**src/rtl/vic_pkg.sv**
```systemverilog
package vic_pkg;

  typedef enum logic [1:0] {
    SENSE_RISE = 2'd0,
    SENSE_FALL = 2'd1,
    SENSE_HIGH = 2'd2,
    SENSE_LOW  = 2'd3
  } sense_e;

  // word index = byte address [4:2]
  localparam logic [2:0] WIDX_STATUS = 3'd0;
  localparam logic [2:0] WIDX_PEND   = 3'd1;
  localparam logic [2:0] WIDX_ENABLE = 3'd2;
  localparam logic [2:0] WIDX_ACK    = 3'd3;
  localparam logic [2:0] WIDX_ENSET  = 3'd4;
  localparam logic [2:0] WIDX_ENCLR  = 3'd5;
  localparam logic [2:0] WIDX_VECTOR = 3'd6;
  localparam logic [2:0] WIDX_MASTER = 3'd7;

  localparam logic [1:0] MASTER_ON = 2'b11;

endpackage

```
**src/rtl/vic_rst_sync.sv**
```systemverilog
module vic_rst_sync (
  input  logic clk,
  input  logic rst_n,
  output logic rst_q_n
);
  logic [1:0] sh_q;
  logic [1:0] sh_d;

  always_comb sh_d = {sh_q[0], 1'b1};

  always_ff @(posedge clk or negedge rst_n) begin
    if (!rst_n) sh_q <= 2'b00;
    else        sh_q <= sh_d;
  end

  assign rst_q_n = sh_q[1];
endmodule

```
**src/rtl/vic_sense_det.sv**
```systemverilog
module vic_sense_det
  import vic_pkg::*;
#(
  parameter sense_e SENSE = SENSE_HIGH
) (
  input  logic clk,
  input  logic rst_n,
  input  logic line,
  output logic hit
);
  logic s1_q, s2_q;

  always_ff @(posedge clk or negedge rst_n) begin
    if (!rst_n) begin
      s1_q <= 1'b0;
      s2_q <= 1'b0;
    end else begin
      s1_q <= line;
      s2_q <= s1_q;
    end
  end

  generate
    if (SENSE == SENSE_RISE || SENSE == SENSE_FALL) begin : g_edge
      logic prev_q;
      always_ff @(posedge clk or negedge rst_n) begin
        if (!rst_n) prev_q <= 1'b0;
        else        prev_q <= s2_q;
      end
      if (SENSE == SENSE_RISE) begin : g_rise
        assign hit = s2_q & ~prev_q;
      end else begin : g_fall
        assign hit = ~s2_q & prev_q;
      end
    end else begin : g_level
      if (SENSE == SENSE_HIGH) begin : g_high
        assign hit = s2_q;
      end else begin : g_low
        assign hit = ~s2_q;
      end
    end
  endgenerate
endmodule

```
**src/rtl/vic_prio_enc.sv**
```systemverilog
module vic_prio_enc #(
  parameter int NUM_IN = 32,
  localparam int IDX_W = (NUM_IN > 1) ? $clog2(NUM_IN) : 1
) (
  input  logic [NUM_IN-1:0] req,
  output logic              found,
  output logic [IDX_W-1:0]  idx
);
  always_comb begin
    found = 1'b0;
    idx   = '0;
    for (int i = NUM_IN - 1; i >= 0; i--) begin
      if (req[i]) begin
        found = 1'b1;
        idx   = IDX_W'(i);
      end
    end
  end
endmodule

```
**src/rtl/vec_irq_ctrl.sv**
```systemverilog
module vec_irq_ctrl
  import vic_pkg::*;
#(
  parameter int NUM_IN = 32,
  parameter int DATA_W = 32,
  parameter int ADDR_W = 5,
  parameter logic [2*NUM_IN-1:0] SENSE_MAP = {NUM_IN{SENSE_HIGH}}
) (
  input  logic              clk,
  input  logic              rst_n,
  input  logic [NUM_IN-1:0] irq_lines,
  input  logic              bus_wr,
  input  logic [ADDR_W-1:0] bus_addr,
  input  logic [DATA_W-1:0] bus_wdata,
  output logic [DATA_W-1:0] bus_rdata,
  output logic              irq_out
);
  localparam int IDX_W = (NUM_IN > 1) ? $clog2(NUM_IN) : 1;

  logic rst_q_n;
  logic [NUM_IN-1:0] hit;
  logic [NUM_IN-1:0] status_q, status_d, en_q, en_d, pend;
  logic [1:0]        mer_q, mer_d;
  logic              status_ce, en_ce, mer_ce;
  logic              aligned, mer_on, vec_found;
  logic [2:0]        widx;
  logic [IDX_W-1:0]  vec_idx;
  logic [DATA_W-1:0] vec_word;
  logic [NUM_IN-1:0] wmask;

  vic_rst_sync u_rst (.clk(clk), .rst_n(rst_n), .rst_q_n(rst_q_n));

  generate
    for (genvar i = 0; i < NUM_IN; i++) begin : g_det
      vic_sense_det #(.SENSE(sense_e'(SENSE_MAP[2*i +: 2]))) u_det (
        .clk  (clk),
        .rst_n(rst_q_n),
        .line (irq_lines[i]),
        .hit  (hit[i])
      );
    end
  endgenerate

  assign aligned = (bus_addr[1:0] == 2'b00);
  assign widx    = bus_addr[4:2];
  assign wmask   = bus_wdata[NUM_IN-1:0];
  assign mer_on  = (mer_q == MASTER_ON);

  // next-state
  always_comb begin
    logic wr_ack, wr_en, wr_set, wr_clr, wr_mer;
    wr_ack = bus_wr && aligned && (widx == WIDX_ACK);
    wr_en  = bus_wr && aligned && (widx == WIDX_ENABLE);
    wr_set = bus_wr && aligned && (widx == WIDX_ENSET);
    wr_clr = bus_wr && aligned && (widx == WIDX_ENCLR);
    wr_mer = bus_wr && aligned && (widx == WIDX_MASTER);

    status_ce = wr_ack || (mer_on && (|hit));
    status_d  = (status_q & ~(wr_ack ? wmask : '0)) | (mer_on ? hit : '0);

    en_ce = wr_en || wr_set || wr_clr;
    if (wr_en)       en_d = wmask;
    else if (wr_set) en_d = en_q | wmask;
    else if (wr_clr) en_d = en_q & ~wmask;
    else             en_d = en_q;

    mer_ce = wr_mer;
    mer_d  = bus_wdata[1:0];
  end

  // registers
  always_ff @(posedge clk or negedge rst_q_n) begin
    if (!rst_q_n) begin
      status_q <= '0;
      en_q     <= '0;
      mer_q    <= 2'b00;
    end else begin
      if (status_ce) status_q <= status_d;
      if (en_ce)     en_q     <= en_d;
      if (mer_ce)    mer_q    <= mer_d;
    end
  end

  assign pend = status_q & en_q;

  vic_prio_enc #(.NUM_IN(NUM_IN)) u_enc (
    .req  (pend),
    .found(vec_found),
    .idx  (vec_idx)
  );

  assign vec_word = vec_found ? DATA_W'(vec_idx) : '1;
  assign irq_out  = mer_on && (|pend);

  always_comb begin
    bus_rdata = '0;
    if (aligned) begin
      case (widx)
        WIDX_STATUS: bus_rdata = DATA_W'(status_q);
        WIDX_PEND:   bus_rdata = DATA_W'(pend);
        WIDX_ENABLE: bus_rdata = DATA_W'(en_q);
        WIDX_VECTOR: bus_rdata = vec_word;
        WIDX_MASTER: bus_rdata = DATA_W'(mer_q);
        default:     bus_rdata = '0;
      endcase
    end
  end
endmodule

```
**config.mk**
```make
export PLATFORM = sky130hd
export DESIGN_NAME = vec_irq_ctrl
export DESIGN_NICKNAME = d
export VERILOG_FILES = /design/src/rtl/vic_pkg.sv /design/src/rtl/vic_rst_sync.sv /design/src/rtl/vic_sense_det.sv /design/src/rtl/vic_prio_enc.sv /design/src/rtl/vec_irq_ctrl.sv
export SDC_FILE = /design/constraint.sdc
export NUM_CORES = 1
export LEC_CHECK = 0
export BUFFER_PORTS_ARGS = -buffer_cell sky130_fd_sc_hd__clkbuf_2
export CORE_UTILIZATION = 35
export DETAILED_ROUTE_END_ITERATION = 12
export PLACE_DENSITY_LB_ADDON = 0.2
export SETUP_SLACK_MARGIN = 0.15
export SYNTH_ARGS = -nofsm -noshare
export SYNTH_HDL_FRONTEND = slang
export SYNTH_SLANG_ARGS = --single-unit
```
**constraint.sdc**
```tcl
create_clock -name clk -period 5.6 [get_ports clk]
set_clock_uncertainty 0.05 [all_clocks]
set_input_delay 1.4 -clock clk [delete_from_list [all_inputs] [get_ports clk]]
set_output_delay 1.4 -clock clk [all_outputs]
set_load 0.005 [all_outputs]
```
==> reports/metrics.yaml <==
fin_crit_sh: 0.8713
dp.final_hpwl_mm: 11.20
cts_buffers: 17
synthFlopType: "dfrtp_1"
core_mm2: 0.01658
synth-seq-cells: 132
max_freq_mhz: 204.9
endpoint_kind: "output port"
cts.sinks: 132
ant_nets: 0
synth.cell_area_mm2: 0.005962
synthSimpleGateAreaFrac: 0.1492
clock_path_buffers: 2
io_pins: 105
hold_end: "g_det[27].u_det.hit"
drive_gt1_frac: 0.2420
routabilityCongestion: 0.8558
rows: 47
worstSetupPathType: "in -> out"
syn_to_final_growth_pct: 23.88
track_usage: 0.1999
dieHeight_um: 132.5
antenna_found_initial: 0
grt_overflow_total: 0
ys_seq_area_frac: 0.5540
synth-adder-area-share: 0
relSlewSlack: 0.2908
finalSetupViolations: 0
vias_per_cell: 5.359
cp-start-kind: "input port"
ctsResizeCount: 0
status: "finished clean"
root_buffer: "clkbuf_16"
grt_max_degree: 69
drt_iter0_markers: 387
grt_pass1_vias: 4914
ir_drop_uv: 245.2
leakagePower_nw: 3.288
r2r_slack_ns: 3.75
worst_slack_ns: 0.7207
synth_top_family_by_area: "compound AO/OA/AOI/OAI gates"
period_needed_ns: 4.879
firstDrtPassIters: 7
drc: 0
synth_compound_area_frac: 0.2665
initial_core_util: 0.3595
cp_common_cell: "clkbuf_2"
h-tree-depth: 4
cts_tree: "done"
crit_chain: "clkbuf_2 > nand2_1 > o211ai_1 > buf_4 > o31ai_1 > clkbuf_2"
hp-start: "g_det[27].u_det.s1_q"
muxShareOfSynthArea: 0.001679
cp_slowest_cell: "o211ai_1"
clkTransAtPathRegs_ns: 0.06
wl_mm: 16.57
r2r_end: "g_det[13].u_det.s1_q"
timing.rr.start: "u_rst.sh_q[1]"
fin_tns_setup_ns: 0
arrival_ns: 3.43
dr_total_vias: 4882
hold_viol: 0
synth-xor-area-share: 0
async_reset_ff_frac: 1.000
crit_family: "compound AO/OA/AOI/OAI gates"
dieArea_mm2: 0.01756
critical_path_buf_inv_count: 3
max_stage_delay_ns: 0.88
synth_nets: 651
power_density_mw_per_mm2: 397.0
n_fill_cell: 1609
die_x_um: 132.5
drv_cap: 0
synth_area_per_cell_um2: 10.30
slew_violations: 0
rsz0062_at_grt: "false"
nets: 749
wl_per_cell_um: 18.19
ys_warn_count: 0
cp.required_ns: 4.15
holdPathStages: 0
r2r_cells: 1
io_buffers: 104
post-place-ws_ns: 0.7151
post_cts_buffers: 0
clk_latency_ns: 0.42
netlist_instances: 579
critPathMaxFanout: 23
grt_pass1_wl_mm: 26.91
tightest_slew_ns: 1.059
cts-hold-fix-buffers: 0
synth_edf_count: 0
worstHoldPathType: "reg -> reg"
synth.distinct_cells: 49
## per-layer routing
layer / GRT usage / vias up / part of all wire
met5: 0 / - / 0
met4: 0.06960 / 0 / 0.021
met3: 0.05785 / 21 / 0.054
met2: 0.3120 / 139 / 0.47
met1: 0.2650 / 2387 / 0.46
li1: - / 2335 / -
## cell usage after synthesis (all sizes together) (5+ instances only)
cell / number / area, um^2
nand2: 71 / 269.0
a22o: 53 / 464.2
buf: 18 / 95.09
a21oi: 67 / 335.3
dfrtp: 132 / 3303
nand3: 5 / 25.02
or2: 12 / 75.07
nand2b: 17 / 106.4
o21ai: 23 / 126.4
a22oi: 8 / 65.06
clkbuf: 16 / 60.06
nor2: 46 / 177.7
a211oi: 19 / 142.6
a32oi: 20 / 175.2
a21o: 15 / 112.6
nor2b: 16 / 100.1
## final cells by class
cell class                 count  area, um^2  area share
multi-input combinational    410        2506      0.3393
clock buffer                  19       442.9     0.05997
inverter                       3       11.26    0.001525
antenna                        1       2.502   0.0003388
tap                          220       275.3     0.03727
sequential                   132        3307      0.4477
timing repair buffer         113       588.1     0.07962
clock inverter                13       252.7     0.03422
## cells in the final DEF (no fill, tap or decap), types with 2 or more instances in the layout
cell type | netlist | final
o21ai_0 | 21 | 21
and2_1 | 4 | 4
inv_1 | 2 | 2
nand3_1 | 5 | 5
a211oi_1 | 19 | 19
a21oi_1 | 67 | 67
o22ai_1 | 3 | 3
a32oi_1 | 20 | 20
and3_1 | 2 | 2
clkinv_2 | 0 | 2
bufinv_16 | 0 | 7
or2_2 | 12 | 12
nand2b_1 | 17 | 17
dfrtp_1 | 132 | 131
buf_4 | 0 | 9
a221oi_1 | 2 | 2
nand2_1 | 70 | 70
a31oi_1 | 2 | 2
clkinvlp_4 | 0 | 2
o31ai_1 | 2 | 2
a22oi_1 | 7 | 7
a22o_1 | 53 | 53
nor2_1 | 44 | 43
nor2_2 | 2 | 2
nor2b_1 | 16 | 16
a21boi_0 | 2 | 2
clkbuf_16 | 0 | 17
a21o_1 | 15 | 15
and4_1 | 2 | 2
clkbuf_2 | 0 | 104
a222oi_1 | 4 | 4
## where the power goes
| group | internal (mW) | switching, mW |
|---|---|---|
| clock network | 0.892 | 0.421 |
| logic | 0.200 | 0.242 |
| registers | 1.06 | 0.120 |
## logic make-up after synthesis
| family | Yosys count |
|---|---|
| AO/OA/AOI/OAI | 225 |
| buffers and inverters | 37 |
| flip-flops | 132 |
| multiplexers | 1 |
| other | 1 |
| AND/OR/NAND/NOR | 183 |
## stage by stage
stage / cell area (um^2) / hold WS [ns] / std cells / power [mW] / util
floorplan: 5962 / 0.2812 / 579 / 1.461 / -
global placement: 6688 / 0.2834 / 878 / 1.619 / 0.4033
detailed placement: 6688 / 0.2847 / 878 / 1.630 / 0.4033
CTS: 7383 / 0.2965 / 910 / 2.960 / 0.4452
global route: 7383 / 0.3003 / 910 / 3.070 / 0.4452
finish: 7386 / 0.2936 / 911 / 2.932 / 0.4454
## how the worst max path moves through the flow
stage / start / slack (ns) / cells past startpoint / end
floorplan: bus_addr[4] / 1.55 / 6 / bus_rdata[3]
global placement: bus_addr[2] / 0.82 / 6 / bus_rdata[2]
detailed placement: bus_addr[2] / 0.72 / 6 / bus_rdata[2]
CTS: bus_addr[2] / 0.72 / 6 / bus_rdata[2]
global route: bus_addr[2] / 0.58 / 6 / bus_rdata[30]
finish: bus_addr[2] / 0.72 / 6 / bus_rdata[2]
Power figures use the tool's default switching activity.
